**src/rtl/pgbuf_pkg.sv**
```systemverilog
package pgbuf_pkg;

    localparam int unsigned DEF_ADDR_W       = 15;
    localparam int unsigned DEF_OFF_W        = 6;
    localparam int unsigned DEF_DATA_W       = 8;
    // 10 ms at a 250 MHz system clock
    localparam int unsigned DEF_WRITE_CYCLES = 2_500_000;

    typedef enum logic [1:0] {
        SEQ_COLLECT = 2'd0,
        SEQ_SETTLE  = 2'd1,
        SEQ_PROGRAM = 2'd2
    } seq_state_e;

    // width of a counter that must reach n-1
    function automatic int unsigned count_width(input int unsigned n);
        return (n < 2) ? 1 : $clog2(n);
    endfunction

endpackage

```
**src/rtl/pgbuf_latch.sv**
```systemverilog
module pgbuf_latch
    import pgbuf_pkg::*;
#(
    parameter int unsigned ADDR_W = DEF_ADDR_W,
    parameter int unsigned OFF_W  = DEF_OFF_W,
    parameter int unsigned DATA_W = DEF_DATA_W
) (
    input  logic                      clk,
    input  logic                      rst,
    input  logic                      load_en,
    input  logic [ADDR_W-1:0]         load_addr,
    input  logic                      push_en,
    input  logic [DATA_W-1:0]         push_data,
    input  logic                      drop_en,
    input  logic                      retire_en,
    input  logic [OFF_W-1:0]          retire_off,
    input  logic [OFF_W-1:0]          rd_off,
    output logic [DATA_W-1:0]         rd_data,
    output logic [(1<<OFF_W)-1:0]     valid_mask,
    output logic [ADDR_W-OFF_W-1:0]   row
);
    localparam int unsigned PAGE_BYTES = 1 << OFF_W;
    localparam int unsigned ROW_W      = ADDR_W - OFF_W;

    logic [DATA_W-1:0]     page_q [PAGE_BYTES];
    logic [PAGE_BYTES-1:0] valid_q;
    logic [OFF_W-1:0]      ptr_q;
    logic [ROW_W-1:0]      row_q;

    always_ff @(posedge clk) begin
        if (rst) begin
            valid_q <= '0;
            ptr_q   <= '0;
            row_q   <= '0;
        end else if (load_en) begin
            row_q   <= load_addr[ADDR_W-1:OFF_W];
            ptr_q   <= load_addr[OFF_W-1:0];
            valid_q <= '0;
        end else if (push_en) begin
            valid_q[ptr_q] <= 1'b1;
            ptr_q          <= ptr_q + 1'b1;
        end else if (drop_en) begin
            valid_q <= '0;
        end else if (retire_en) begin
            valid_q[retire_off] <= 1'b0;
        end
    end

    always_ff @(posedge clk) begin
        if (push_en && !load_en) begin
            page_q[ptr_q] <= push_data;
        end
    end

    assign rd_data    = page_q[rd_off];
    assign valid_mask = valid_q;
    assign row        = row_q;

endmodule

```
**src/rtl/pgbuf_timer.sv**
```systemverilog
module pgbuf_timer
    import pgbuf_pkg::*;
#(
    parameter int unsigned CYCLES = DEF_WRITE_CYCLES
) (
    input  logic clk,
    input  logic rst,
    input  logic run,
    output logic expire
);
    localparam int unsigned CW = count_width(CYCLES + 1);

    logic [CW-1:0] cnt_q;

    always_ff @(posedge clk) begin
        if (rst || !run) begin
            cnt_q <= '0;
        end else begin
            cnt_q <= cnt_q + 1'b1;
        end
    end

    assign expire = run && (cnt_q == CW'(CYCLES - 1));

endmodule

```
**src/rtl/pgbuf_seq.sv**
```systemverilog
module pgbuf_seq
    import pgbuf_pkg::*;
#(
    parameter int unsigned OFF_W = DEF_OFF_W
) (
    input  logic                  clk,
    input  logic                  rst,
    input  logic                  commit_req,
    input  logic [(1<<OFF_W)-1:0] valid_mask,
    input  logic                  expire,
    output logic                  busy,
    output logic                  timer_run,
    output logic                  wr_fire,
    output logic [OFF_W-1:0]      wr_off
);
    localparam int unsigned PAGE_BYTES = 1 << OFF_W;

    seq_state_e            state_q, state_d;
    logic [OFF_W-1:0]      pick;
    logic [PAGE_BYTES-1:0] rest;

    // lowest set offset of the valid mask
    always_comb begin
        pick = '0;
        for (int i = PAGE_BYTES - 1; i >= 0; i--) begin
            if (valid_mask[i]) pick = OFF_W'(i);
        end
        rest       = valid_mask;
        rest[pick] = 1'b0;
    end

    always_comb begin
        state_d = state_q;
        unique case (state_q)
            SEQ_COLLECT: if (commit_req && |valid_mask) state_d = SEQ_SETTLE;
            SEQ_SETTLE:  if (expire)                    state_d = SEQ_PROGRAM;
            SEQ_PROGRAM: if (rest == '0)                state_d = SEQ_COLLECT;
            default:                                    state_d = SEQ_COLLECT;
        endcase
    end

    always_ff @(posedge clk) begin
        if (rst) state_q <= SEQ_COLLECT;
        else     state_q <= state_d;
    end

    assign busy      = (state_q != SEQ_COLLECT);
    assign timer_run = (state_q == SEQ_SETTLE);
    assign wr_fire   = (state_q == SEQ_PROGRAM) && |valid_mask;
    assign wr_off    = pick;

endmodule

```
**src/rtl/pgbuf_programmer.sv**
```systemverilog
module pgbuf_programmer
    import pgbuf_pkg::*;
#(
    parameter int unsigned ADDR_W       = DEF_ADDR_W,
    parameter int unsigned DATA_W       = DEF_DATA_W,
    parameter int unsigned OFF_W        = DEF_OFF_W,
    parameter int unsigned WRITE_CYCLES = DEF_WRITE_CYCLES
) (
    input  logic              clk,
    input  logic              rst,
    input  logic              addr_load,
    input  logic [ADDR_W-1:0] addr_in,
    input  logic              byte_push,
    input  logic [DATA_W-1:0] byte_in,
    input  logic              stop_commit,
    input  logic              stop_discard,
    output logic              busy,
    output logic              arr_we,
    output logic [ADDR_W-1:0] arr_addr,
    output logic [DATA_W-1:0] arr_wdata
);
    localparam int unsigned PAGE_BYTES = 1 << OFF_W;
    localparam int unsigned ROW_W      = ADDR_W - OFF_W;

    logic                  busy_w;
    logic                  accept;
    logic                  valid_any;
    logic [PAGE_BYTES-1:0] valid_mask;
    logic [ROW_W-1:0]      row;
    logic                  timer_run;
    logic                  expire;
    logic                  wr_fire;
    logic [OFF_W-1:0]      wr_off;
    logic [DATA_W-1:0]     rd_data;

    // requests from the bus side count only while idle
    assign accept    = !busy_w;
    assign valid_any = |valid_mask;

    pgbuf_latch #(
        .ADDR_W (ADDR_W),
        .OFF_W  (OFF_W),
        .DATA_W (DATA_W)
    ) u_latch (
        .clk        (clk),
        .rst        (rst),
        .load_en    (addr_load && accept),
        .load_addr  (addr_in),
        .push_en    (byte_push && accept),
        .push_data  (byte_in),
        .drop_en    (stop_discard && accept),
        .retire_en  (wr_fire),
        .retire_off (wr_off),
        .rd_off     (wr_off),
        .rd_data    (rd_data),
        .valid_mask (valid_mask),
        .row        (row)
    );

    pgbuf_timer #(
        .CYCLES (WRITE_CYCLES)
    ) u_timer (
        .clk    (clk),
        .rst    (rst),
        .run    (timer_run),
        .expire (expire)
    );

    pgbuf_seq #(
        .OFF_W (OFF_W)
    ) u_seq (
        .clk        (clk),
        .rst        (rst),
        .commit_req (stop_commit && accept),
        .valid_mask (valid_mask),
        .expire     (expire),
        .busy       (busy_w),
        .timer_run  (timer_run),
        .wr_fire    (wr_fire),
        .wr_off     (wr_off)
    );

    assign busy      = busy_w;
    assign arr_we    = wr_fire;
    assign arr_addr  = {row, wr_off};
    assign arr_wdata = rd_data;

endmodule

```
**config.mk**
```make
export PLATFORM = sky130hd
export DESIGN_NAME = pgbuf_programmer
export DESIGN_NICKNAME = d
export VERILOG_FILES = /design/src/rtl/pgbuf_pkg.sv /design/src/rtl/pgbuf_latch.sv /design/src/rtl/pgbuf_timer.sv /design/src/rtl/pgbuf_seq.sv /design/src/rtl/pgbuf_programmer.sv
export SDC_FILE = /design/constraint.sdc
export NUM_CORES = 1
export LEC_CHECK = 0
export ABC_AREA = 0
export CAP_MARGIN = 5
export CORE_MARGIN = 2
export CORE_UTILIZATION = 50
export CTS_BUF_LIST = sky130_fd_sc_hd__clkbuf_16
export CTS_CLUSTER_DIAMETER = 100
export DETAILED_ROUTE_END_ITERATION = 12
export HOLD_SLACK_MARGIN = 0.12
export PLACE_DENSITY_LB_ADDON = 0.05
export SLEW_MARGIN = 20
export SYNTH_ARGS = -nofsm -noshare
export SYNTH_HDL_FRONTEND = slang
export SYNTH_HIERARCHICAL = 1
export SYNTH_SLANG_ARGS = --single-unit
```
**constraint.sdc**
```tcl
create_clock -name clk -period 8.7 [get_ports clk]
set_input_delay 1.74 -clock clk [delete_from_list [all_inputs] [get_ports clk]]
set_output_delay 1.74 -clock clk [all_outputs]
set_load 0.01 [all_outputs]
```
=== After elaboration in Yosys (flattened, before gate mapping) ===
Memory sizes are Yosys's and may differ from the RTL's.
Cells that the tools add are included.

* Register bits after elaboration: 103
* Bits in writable memories: 512
* Bits of input ports: 29
* Word-level logic and storage cells: 122
* Memories: 1

{| class="wikitable"
|+ Memory list
! memory !! depth !! width !! read ports !! clocked after memory_dff !! wr ports !! line !! text
|-
| u_latch.page_q || 64 || 8 || 1 || 0 || 1 || pgbuf_latch.sv:25 || <nowiki>logic [DATA_W-1:0] page_q [PAGE_BYTES];</nowiki>
|}

* $add $sub $neg: 2
* Order comparisons: 4
* Eq/ne operators: 6
* Muxes and demuxes: 79
* Bitwise logic cells: 3
* Reduce and logical (&&, ||, !) cells: 22

{| class="wikitable"
|+ Operators with widths
! operator !! count
|-
| 6-bit 2-to-1 mux || 66
|-
| 64-bit 2-to-1 mux || 3
|-
| 64-bit bitwise AND || 1
|-
| 64-bit logical NOT || 1
|-
| 64-bit NOT || 1
|-
| 64-bit OR || 1
|-
| 64-bit OR reduction || 1
|-
| 22-bit by 1-bit adder with 22-bit output (second input constant) || 1
|-
| 22-bit == test (second input constant) || 1
|-
| 6-bit by 7-bit less-than comparator with 1-bit output (second input constant) || 2
|-
| 1-bit demux with 6-bit select || 2
|-
| 6-bit by 1-bit >= comparator with 1-bit output (second input constant) || 2
|-
| 1-bit logical AND || 10
|-
| 6-bit by 1-bit adder with 6-bit output (second input constant) || 1
|-
| 2-bit 2-to-1 mux || 3
|-
| 2-bit case mux with 3 select lines || 1
|-
| 1-bit 2-to-1 mux || 4
|-
| 2-bit by 1-bit inequality test with 1-bit output (second input constant) || 2
|-
| 2-bit nonzero test || 2
|-
| 1-bit logical NOT || 3
|-
| 3-bit AND reduction || 1
|-
| 3-bit nonzero test || 1
|-
| 2-bit by 1-bit == test with 1-bit output (second input constant) || 1
|-
| 2-bit == test (second input constant) || 1
|-
| other kinds (4) || 4
|}

=== Longest topological paths before layout ===
Gate-level depths: netlist (run 1).

* Word-level depth: 73
* Depth in mapped cells: 15
* Gate-level depth less buffers: 13

=== Cells and area by module ===
Netlist (run 1), hierarchy kept.

{| class="wikitable"
|+ By module, submodules not included
! module !! instances !! cells each !! area an instance (sq um) !! seq. area each (sq um)
|-
| pgbuf_latch || 1 || 1,398 || 23,372.4 || 16,956.3
|-
| pgbuf_seq || 1 || 333 || 2,159.6 || 40.0
|-
| pgbuf_timer || 1 || 125 || 1,041.0 || 440.4
|-
| pgbuf_programmer || 1 || 4 || 25.0 || 0.0
|}

=== Worst setup path before layout (run 1) ===
No wires, ideal clock.

* Kind: reg2out
* Start: reg u_latch.valid_q[9] (netlist: u_latch/valid_mask[9])
* End: out arr_wdata[3]
* Data arrival time: 3.411 ns
* Required time: 6.960 ns
* Setup slack: 3.549 ns
* Cell stages (with the launch flop): 14
* Buffers on the path: 3
* Path through: dfxtp_1 or3b_1 a311oi_1 a311oi_1 or2_0 a31oi_1 buf_6 buf_6 buf_4 mux4_2 a22oi_1 o21ai_0 a211oi_1 a21oi_1

* Word-level cells in the longest chain between the ends: 11

{| class="wikitable"
|+ RTL lines
! item !! line !! text
|-
| from (decl) || pgbuf_latch.sv:26 || <nowiki>logic [PAGE_BYTES-1:0] valid_q;</nowiki>
|-
| from (signal assigned) || pgbuf_latch.sv:32 || <nowiki>valid_q <= '0;</nowiki>
|-
| from (signal assigned) || pgbuf_latch.sv:38 || <nowiki>valid_q <= '0;</nowiki>
|-
| from (signal, indexed assignment) || pgbuf_latch.sv:40 || <nowiki>valid_q[ptr_q] <= 1'b1;</nowiki>
|-
| 6-bit 2-to-1 mux (10 in series) || pgbuf_seq.sv:26 || <nowiki>if (valid_mask[i]) pick = OFF_W'(i);</nowiki>
|-
| named net arr_addr[0] || pgbuf_programmer.sv:19 || <nowiki>output logic [ADDR_W-1:0] arr_addr,</nowiki>
|-
| memory read 64 x 8 bit || -- ||
|-
| to (decl) || pgbuf_programmer.sv:20 || <nowiki>output logic [DATA_W-1:0] arr_wdata</nowiki>
|}

The timed path passes the listed nets, and every way through them passes these cells.

=== Final worst setup path (run 1) ===
* Start: reg u_latch.valid_q[26] (netlist: u_latch/valid_mask[26])
* End: out arr_wdata[3]

* Word-level cells in the longest chain between the ends: 28

{| class="wikitable"
|+ RTL lines
! item !! line
|-
| 6-bit 2-to-1 mux (27 in series) || pgbuf_seq.sv:26
|-
| memory read 64 x 8 bit || --
|}

No other way between the ends.

==> impl_summary.md, run 1 <==
Pwr
The maximum VDD drop is between 0.1 and 0.15 mV. The combinational share of power is 0.078. Of the total power, the share spent switching nets is 0.231. The analysis attributes to net switching a power of 1470 uW. Cell internal power was estimated by the tool at 4870 uW. Of the total power, the clock network draws 0.414.

The leakage power figure is 0.00915 uW. The register share of total power is 0.508. Dividing total power by cell area gives a power density of 213 nW/um^2.

Detailed routing
The per-cell routed wire length is 28.2 microns. The final antenna-violating net count is 0. The number of search-and-repair iterations in the first detailed-routing pass is 6. The final route contains about 17000 vias. The count of routing violations after the opening detailed-route iteration is around 2000.

In the routed layout, each cell is associated on average with a via count of 6.53. The post-route DRC violation count is 0. For this block, the routed nets add up to 74400 microns of wire.

Yosys
The proportion of register bits with asynchronous set or reset after synthesis is 0. The synthesis warning total is 6. The cell taking the most area after synthesis is edfxtp_1. The cell area after synthesis is ~27000 sq um. The share of the Yosys chip area taken by registers is 0.656.

The number of enable-type register cells in the synthesized netlist is 512. In this run the mean area of a mapped cell was 14.3 sq um. The synthesized flop and latch total is 615. The net count after synthesis is roughly 1900.

The instance count of the mapped netlist is 1860. Of the post-synthesis cell area, the dominant cell type holds 0.578. The commonest cells after synthesis are edfxtp_1 (512), nor2_1 (165), a21oi_1 (162), mux4_2 (126), nand2_1 (126). In this run, distinct cell masters in the synthesized netlist total 94. The most common cell in the synthesized netlist is edfxtp_1. Among all flip-flop cells after synthesis, the most frequent one is edfxtp_1. Sorting the synthesized cells by area gives the leading types as edfxtp_1 (58%), mux4_2 (11%), dfxtp_1 (7.8%).

STA
Derived from the worst setup path, the maximum achievable clock frequency is 136 MHz. Summed over all failing endpoints, the final setup total negative slack is 0 ps. The worst path in the final design needs a cycle of roughly 7300 ps, including I/O delays and setup. The total count of max-transition violations in the final report came to 0. Clock skew on the completed layout was measured at around 18 ps. The number of hold violations in the final report came to 0. The slew of the pin with the lowest slew margin is 1130 ps. Setup repair after global routing left no endpoint under its margin. Setup violations remaining at the end of the flow were counted as 0.

In this run the tightest slew margin relative to its limit is 0.245. The post-route clock period utilization is 0.843.

Setup path
The slack of the worst reg-to-reg path is 3630 ps. STA classifies the critical path startpoint as a flop. Measured in cells, the most critical reg-to-reg path has a length of 12. By startpoint and endpoint, the worst setup path is classified as reg2out. The startpoint of the most critical setup path is u_latch/valid_mask[26]$_SDFFE_PP0P_. The capture point of the worst reg-to-reg path is u_seq/state_q[1]$_SDFFE_PP0P_. The capturing element type of the critical path is an output pin. The startpoint identified for the worst register-to-register timing path is u_latch/valid_mask[51]$_SDFFE_PP0P_. STA puts the critical path data required time at 6960 ps. The maximum fanout along the worst path is 75. The arrival time of the worst setup path is 5590 ps.

Die
The effective utilization at floorplan is 0.506. The placement row count is 84. The die is 235 microns tall. The die footprint is about 55000 sq um.

54 I/O pins were placed. In this run the standard cell core region covers 52600 sq um. The die width is 235 microns.

Cells and area
Measured on the finished design, the core utilization comes to 0.565. The synthesis-to-layout area growth is 11.7%. The diode insertion count for antenna repair is 0. The share of layout cells above drive strength 1 is 0.155.

The area of all placed cells without fillers is between 20000 and 30000 sq um. The number of nets in the finished design is 1930.

Job
Max-cap violations in this run came to 0.

Placed design
Once detailed placement completed, the half-perimeter wirelength came to ~47000 microns. The congestion estimate from routability-driven global placement came to 0.903. Input and output buffers added on the ports amount to 53. The area of placed instances is 27700 sq um.

Global route
The number of global-route vias before repair is 16800. The wire length of the first global-routing pass is 111000 microns. The initial antenna violation count is 0. The pin count of the biggest net entering global routing is 76. For this run, the total global-route usage over all layers was measured as 0.269.

Global routing finished with a remaining overflow of 0.

Clocking
The longest clock path from root to sink contains 3 buffers. In this run the number of H-tree levels came out at 3. TritonCTS built the clock tree. The CTS sink count is between 600 and 700. At the later pin of the worst-skew pair, clock insertion delay measures 600 ps. Clock-pin slew was measured on the worst setup and hold paths at 60 ps. After clock tree synthesis, the setup repair step added 0 buffers. After clock tree synthesis, the flow added hold-fix buffers numbering 0. Counting the buffers created by CTS gives 67. The number of cells upsized or downsized after cts is 0.

The cell at the root of the clock tree is clkbuf_16.

Worst hold path
Along the worst hold path, the cell count comes to 1. The worst hold path belongs to the class reg2reg. The end point of the most critical hold path is u_seq/state_q[0]$_SDFFE_PP0P_. The startpoint identified for the worst hold timing path is u_seq/state_q[1]$_SDFFE_PP0P_.

Run status
The flow ran to the end, and the final reports show no timing, DRC or antenna violations.
==> worst max-delay path: stages, from the launching register on <==
cell and delay [ps]:
dfxtp_1 520, o31ai_1 120, a2111oi_1 520, o21ai_1 130
or2_1 480, inv_6 680, buf_4 480, buf_4 340
mux4_2 230, nor2_1 40, a211oi_1 310, o211ai_1 150
a21oi_1 290, clkdlybuf4s50_1 600
==> layout make-up <==
| type | count | area [sq um] |
|---|---|---|
| fill | 4248 | 22800 |
| sequential | 615 | 17400 |
| multi-input combinational | 1114 | 8620 |
| clock buffer | 71 | 1780 |
| tap | 688 | 861 |
| timing repair buffer | 76 | 691 |
| clock inverter | 46 | 228 |
| inverter | 25 | 98.8 |
==> through the flow <==
| stage | hold slack (ps) | power [uW] | setup slack [ps] | std cells |
|---|---|---|---|---|
| after floorplan | 435 | 3560 | 3550 | 1860 |
| after global placement | 450 | 3770 | 2060 | 2518 |
| after detailed placement | 452 | 3770 | 1970 | 2518 |
| after CTS | 460 | 6380 | 1330 | 2635 |
| after global routing | 491 | 6530 | 1020 | 2635 |
| final | 460 | 6340 | 1370 | 2635 |
==> registers in the layout, summed over array words and instances, names as in the netlist <==
signal / cells
u_timer/cnt_q: 22
u_latch/ptr_q: 6
u_latch/row: 9
u_latch/valid_mask: 64
u_latch/page_q: 512
u_seq/state_q: 2
==> power groups by stage <==
stage / Clock, uW / Combinational, uW / Sequential (uW)
floorplan: 0 / 286 / 3270
global placement: 0 / 486 / 3280
detailed placement: 0 / 489 / 3280
CTS: 2670 / 491 / 3220
global route: 2780 / 524 / 3220
finish: 2620 / 493 / 3220
==> metal layers <==
| layer | global-route usage | up-vias | part of all wire |
|---|---|---|---|
| li1 | - | 7446 | - |
| met1 | 0.405 | 8821 | 0.44 |
| met2 | 0.408 | 816 | 0.46 |
| met3 | 0.0465 | 118 | 0.079 |
| met4 | 0.0666 | 0 | 0.022 |
| met5 | 0 | - | 0 |
==> layout by cell type (no fill, tap or decap), types with 12 or more instances in the layout <==
cell type / count
or4_1: 14
a31oi_1: 14
o31ai_1: 12
o21ai_0: 89
buf_4: 22
clkinv_1: 12
edfxtp_1: 512
o22ai_1: 21
nor2b_1: 24
nor4_1: 22
nand4_1: 16
clkdlybuf4s50_1: 45
inv_1: 41
nor2_1: 163
mux2i_1: 26
nor3_1: 28
a21oi_1: 162
clkinv_2: 12
nand2b_1: 16
dfxtp_1: 103
clkbuf_16: 71
nand3_1: 31
nand2_1: 126
mux4_2: 126
a22oi_1: 12
==> kinds of logic after synthesis <==
| family | synth area share |
|---|---|
| buffers and inverters | 0.0230 |
| and+or+nand+nor | 0.0982 |
| adders and majority gates | 0.000941 |
| muxes | 0.119 |
| xor gates and xnor gates | 0.00527 |
| AOI/OAI and AO/OA | 0.0980 |
| DFF | 0.656 |
==> worst max-delay path by stage <==
stage,cells past startpoint,to,slack (ps)
floorplan,13,arr_wdata[3],3550
global placement,11,arr_wdata[1],2060
detailed placement,13,arr_wdata[6],1970
CTS,13,arr_wdata[6],1330
global route,14,arr_wdata[3],1020
finish,13,arr_wdata[3],1370
No activity file was read; power rests on OpenSTA's default activity.
==> inputs of run 2 (changes only) <==
==> constraint.sdc (replaced) <==
create_clock -name clk -period 7.5 [get_ports clk]
set_input_delay 1.5 -clock clk [delete_from_list [all_inputs] [get_ports clk]]
set_output_delay 1.5 -clock clk [all_outputs]
set_load 0.01 [all_outputs]
==> impl_summary.md, run 2 (same netlist as run 1, synthesis figures left out) <==
Placed design
The placed wire-length estimate after detailed placement is 48800 microns (was 46900 microns). The number of buffers added on ports is 53 (unchanged). The placer congestion estimate is 1.06 (was 0.903).

The post-placement worst setup slack came to 1430 ps (was 1970 ps).

Global route
The pin count of the biggest net entering global routing is 66 (was 76). The most used routing layer was met1 (was met2). The initial antenna violation count is 2 (was 0). The remaining global-route overflow is 0 (unchanged). The wire length of the first global-routing pass is 112000 microns (was 111000 microns). The number of global-route vias before repair is 16600 (was 16800). The met3 usage came to 0.0517 (was 0.0465). The global-route usage over all layers is 0.273 (was 0.269). The routing usage on met1 is 0.407 (was 0.405). The routing usage on met2 is 0.407 (was 0.408).

Detailed routing
The final antenna-violating net count is 0 (unchanged). The per-cell routed wire length is 28.8 microns (was 28.2 microns). The number of search-and-repair iterations in the first detailed-routing pass is 5 (was 6). The ratio of routed vias to standard cells is 6.58 (was 6.53). The count of routing violations after the opening detailed-route iteration is 1755 (was 2033).

The post-route DRC violation count is 0 (unchanged). The total vias in the final route is 17400 (was 17200). The final wirelength is 75900 microns (was 74400 microns).

Clocking
The number of levels in the clock H-tree was 2 (was 3). The CTS sink count is 615 (unchanged). The clock slew at the register clock pins of the worst setup and hold paths was 60 ps (about the same).

The number of buffers added to fix hold violations after cts is 0 (unchanged). The maximum number of buffers from clock root to sink is 3 (unchanged). The CTS buffer count is 61 (was 67). The cell at the root of the clock tree is clkbuf_16 (unchanged).

The number of cells upsized or downsized after cts is 0 (unchanged). The clock insertion delay at the later pin of the skew report came to 630 ps (was 600 ps). The total setup buffers inserted after CTS is 0 (unchanged). The CTS tree is yes (unchanged).

Cells and area
The leading cell type in the layout, fill and taps excluded is edfxtp_1 (unchanged). The number of nets in the finished design is 1929 (was 1930). Commonest cells after routing, fill and taps aside: edfxtp_1 (512), a21oi_1 (162), nor2_1 (161) (was edfxtp_1 (512), nor2_1 (163), a21oi_1 (162)).

The share of layout cells above drive strength 1 came to 0.162 (was 0.155). The synthesis-to-layout area growth is 12.0% (was 11.7%). The register with the most flip-flops is u_latch/page_q (unchanged).

The number of fill cells in the layout came to 4160 (was 4248). The flip-flop count of the largest register after layout is 512 (unchanged).

STA
The slew of the pin with the lowest slew margin is 1170 ps (was 1130 ps). The normalized max-slew margin is 0.219 (was 0.245). Subtracting the final worst setup slack from the clock period gives approximately 6700 ps. The total count of max-transition violations in the final report is 0 (unchanged). The post-route clock period utilization is 0.899. The sum of negative setup slack came to 0 ps (unchanged). The worst-case clock skew is 20.6 ps (was 18.0 ps). The final-report setup violation count came to 0 (unchanged).

Based on the critical path, the design can be clocked at up to 148 MHz. The final worst setup slack was 761 ps (was 1370 ps). The number of hold violations in the final report was 0 (unchanged). Unrepaired setup endpoints after global routing: no (unchanged).

Worst hold path
The end point of the most critical hold path is u_seq/state_q[0]$_SDFFE_PP0P_ (unchanged). The path type of the worst min-delay path was reg2reg (unchanged). The worst hold path depth came to 1 (unchanged). The origin of the worst min-delay path is u_seq/state_q[1]$_SDFFE_PP0P_ (unchanged).

Run status
Status: complete, no violations (unchanged).

Die
The effective utilization at floorplan is 0.506 (unchanged). The die footprint came to 55100 sq um (unchanged). The number of top-level pins is 54 (unchanged). The core footprint is 52600 sq um (unchanged). The floorplan die height is 235 microns (unchanged). The placement row count is 84 (unchanged). The die width came to 235 microns (unchanged).

Setup path
The arrival time of the worst setup path is 5240 ps (was 5590 ps). The most frequent cell on the critical path is buf_12 (was buf_4). The maximum cell stage delay along the critical path is 560 ps (was 680 ps). The cell with the biggest individual delay on the critical path is or4_1 (was inv_6). The slack of the worst reg-to-reg path is 2330 ps (was 3630 ps). The capture point of the worst reg-to-reg path is u_seq/state_q[1]$_SDFFE_PP0P_ (unchanged).

The top cell family by delay on the critical path was compound AO/OA/AOI/OAI gates (was buffers and inverters). The maximum fanout along the worst path came to 41 (was 75). The path depth of the worst reg2reg path was 13 (was 12). The nature of the critical path startpoint was a flop (unchanged). The reg-to-reg startpoint is u_latch/valid_mask[46]$_SDFFE_PP0P_ (was u_latch/valid_mask[51]$_SDFFE_PP0P_).

The data required time at the worst endpoint is 6000 ps (was 6960 ps). The combined buffer and inverter count along the critical path is 3 (was 4). The number of stages on the worst setup path is 13 (unchanged). The worst setup path category is reg2out (unchanged). Worst-path cell chain: or4_1 -> nor2_1 -> o211a_1 -> o2111ai_1 -> a31oi_4 -> buf_12 -> buf_12 -> mux4_2 -> mux2_2 -> o221ai_1 -> a31oi_1 -> a31o_1 -> clkdlybuf4s50_1 (was o31ai_1 -> a2111oi_1 -> o21ai_1 -> or2_1 -> inv_6 -> buf_4 -> buf_4 -> mux4_2 -> nor2_1 -> a211oi_1 -> o211ai_1 -> a21oi_1 -> clkdlybuf4s50_1). The capturing element type of the critical path is an output pin (unchanged).

Pwr
The maximum VDD drop is 0.198 mV (was 0.144 mV). The fraction of power spent switching nets is 0.233 (was 0.231). The leakage power figure is 0.00915 uW (about the same). The register share of total power came to 0.513 (was 0.508). The overall power of the completed layout is 7280 uW (was 6340 uW). The switching power total is 1700 uW (was 1470 uW).

The cell area power density is 244 nW/um^2 (was 213 nW/um^2). The clock power share is 0.406 (was 0.414). The combinational share of power was 0.081 (was 0.078).

The internal power summed over all cells came to 5580 uW (was 4870 uW).

Job
The number of max-cap violations is 0 (unchanged).
==> run 2: cell count changes in the layout (fill, tap and decap cells not counted), sizes merged <==
cell	before	now
clkbuf	71	63
buf	31	36
clkinv	25	30
inv	44	40
bufinv	1	4
clkinvlp	1	3
diode	0	1
==> run 2: final cells by class <==
type                            instances  area [sq um]  share of cell area
Antenna cell                            1          2.50           0.0000840
Clock buffer                           63          1580              0.0529
Clock inverter                         52           374              0.0126
Inverter                               25          98.8             0.00332
Multi-Input combinational cell       1114          8650               0.290
Sequential cell                       615         17400               0.585
Tap cell                              688           861              0.0289
Timing Repair Buffer                   81           806              0.0270
==> run 2: worst max-delay path by stage <==
stage,slack [ps],end,start
finish,760,arr_wdata[0],u_latch/valid_mask[30]$_SDFFE_PP0P_
global route,490,arr_wdata[0],u_latch/valid_mask[30]$_SDFFE_PP0P_
CTS,740,arr_wdata[0],u_latch/valid_mask[30]$_SDFFE_PP0P_
detailed placement,1430,arr_wdata[0],u_latch/valid_mask[30]$_SDFFE_PP0P_
global placement,1490,arr_wdata[0],u_latch/valid_mask[30]$_SDFFE_PP0P_
floorplan,2590,arr_wdata[3],u_latch/valid_mask[9]$_SDFFE_PP0P_
==> run 2: worst reg2reg max path: cells and delay by family, from the launching register on <==
| family | cells | cell delay (ps) |
|---|---|---|
| AOI/OAI and AO/OA | 7 | 2460 |
| DFF | 1 | 380 |
| buffers and inverters | 3 | 1070 |
| and+or+nand+nor | 3 | 1170 |
==> run 2: power groups by stage <==
stage | clock network (uW) | logic (uW) | registers [uW]
3_3_place_gp | 0 | 584 | 3810
2_1_floorplan | 0 | 332 | 3800
5_1_grt | 3150 | 630 | 3740
4_1_cts | 3020 | 589 | 3730
3_5_place_dp | 0 | 588 | 3810
6_report | 2950 | 593 | 3730
==> run 2: through the flow <==
stage | hold WS, ps | cell area (sq um) | cells | utilization
5_1_grt | 504 | 29800 | 2638 | 0.567
6_report | 487 | 29800 | 2639 | 0.567
2_1_floorplan | 435 | 26600 | 1860 | -
3_3_place_gp | 459 | 27800 | 2523 | 0.530
3_5_place_dp | 472 | 27800 | 2523 | 0.530
4_1_cts | 477 | 29800 | 2638 | 0.567
==> run 2: layer usage <==
metal / part of all wire / vias to the layer above
met5: 0 / -
met4: 0.033 / 0
met3: 0.080 / 171
met2: 0.45 / 793
met1: 0.44 / 8964
li1: - / 7444
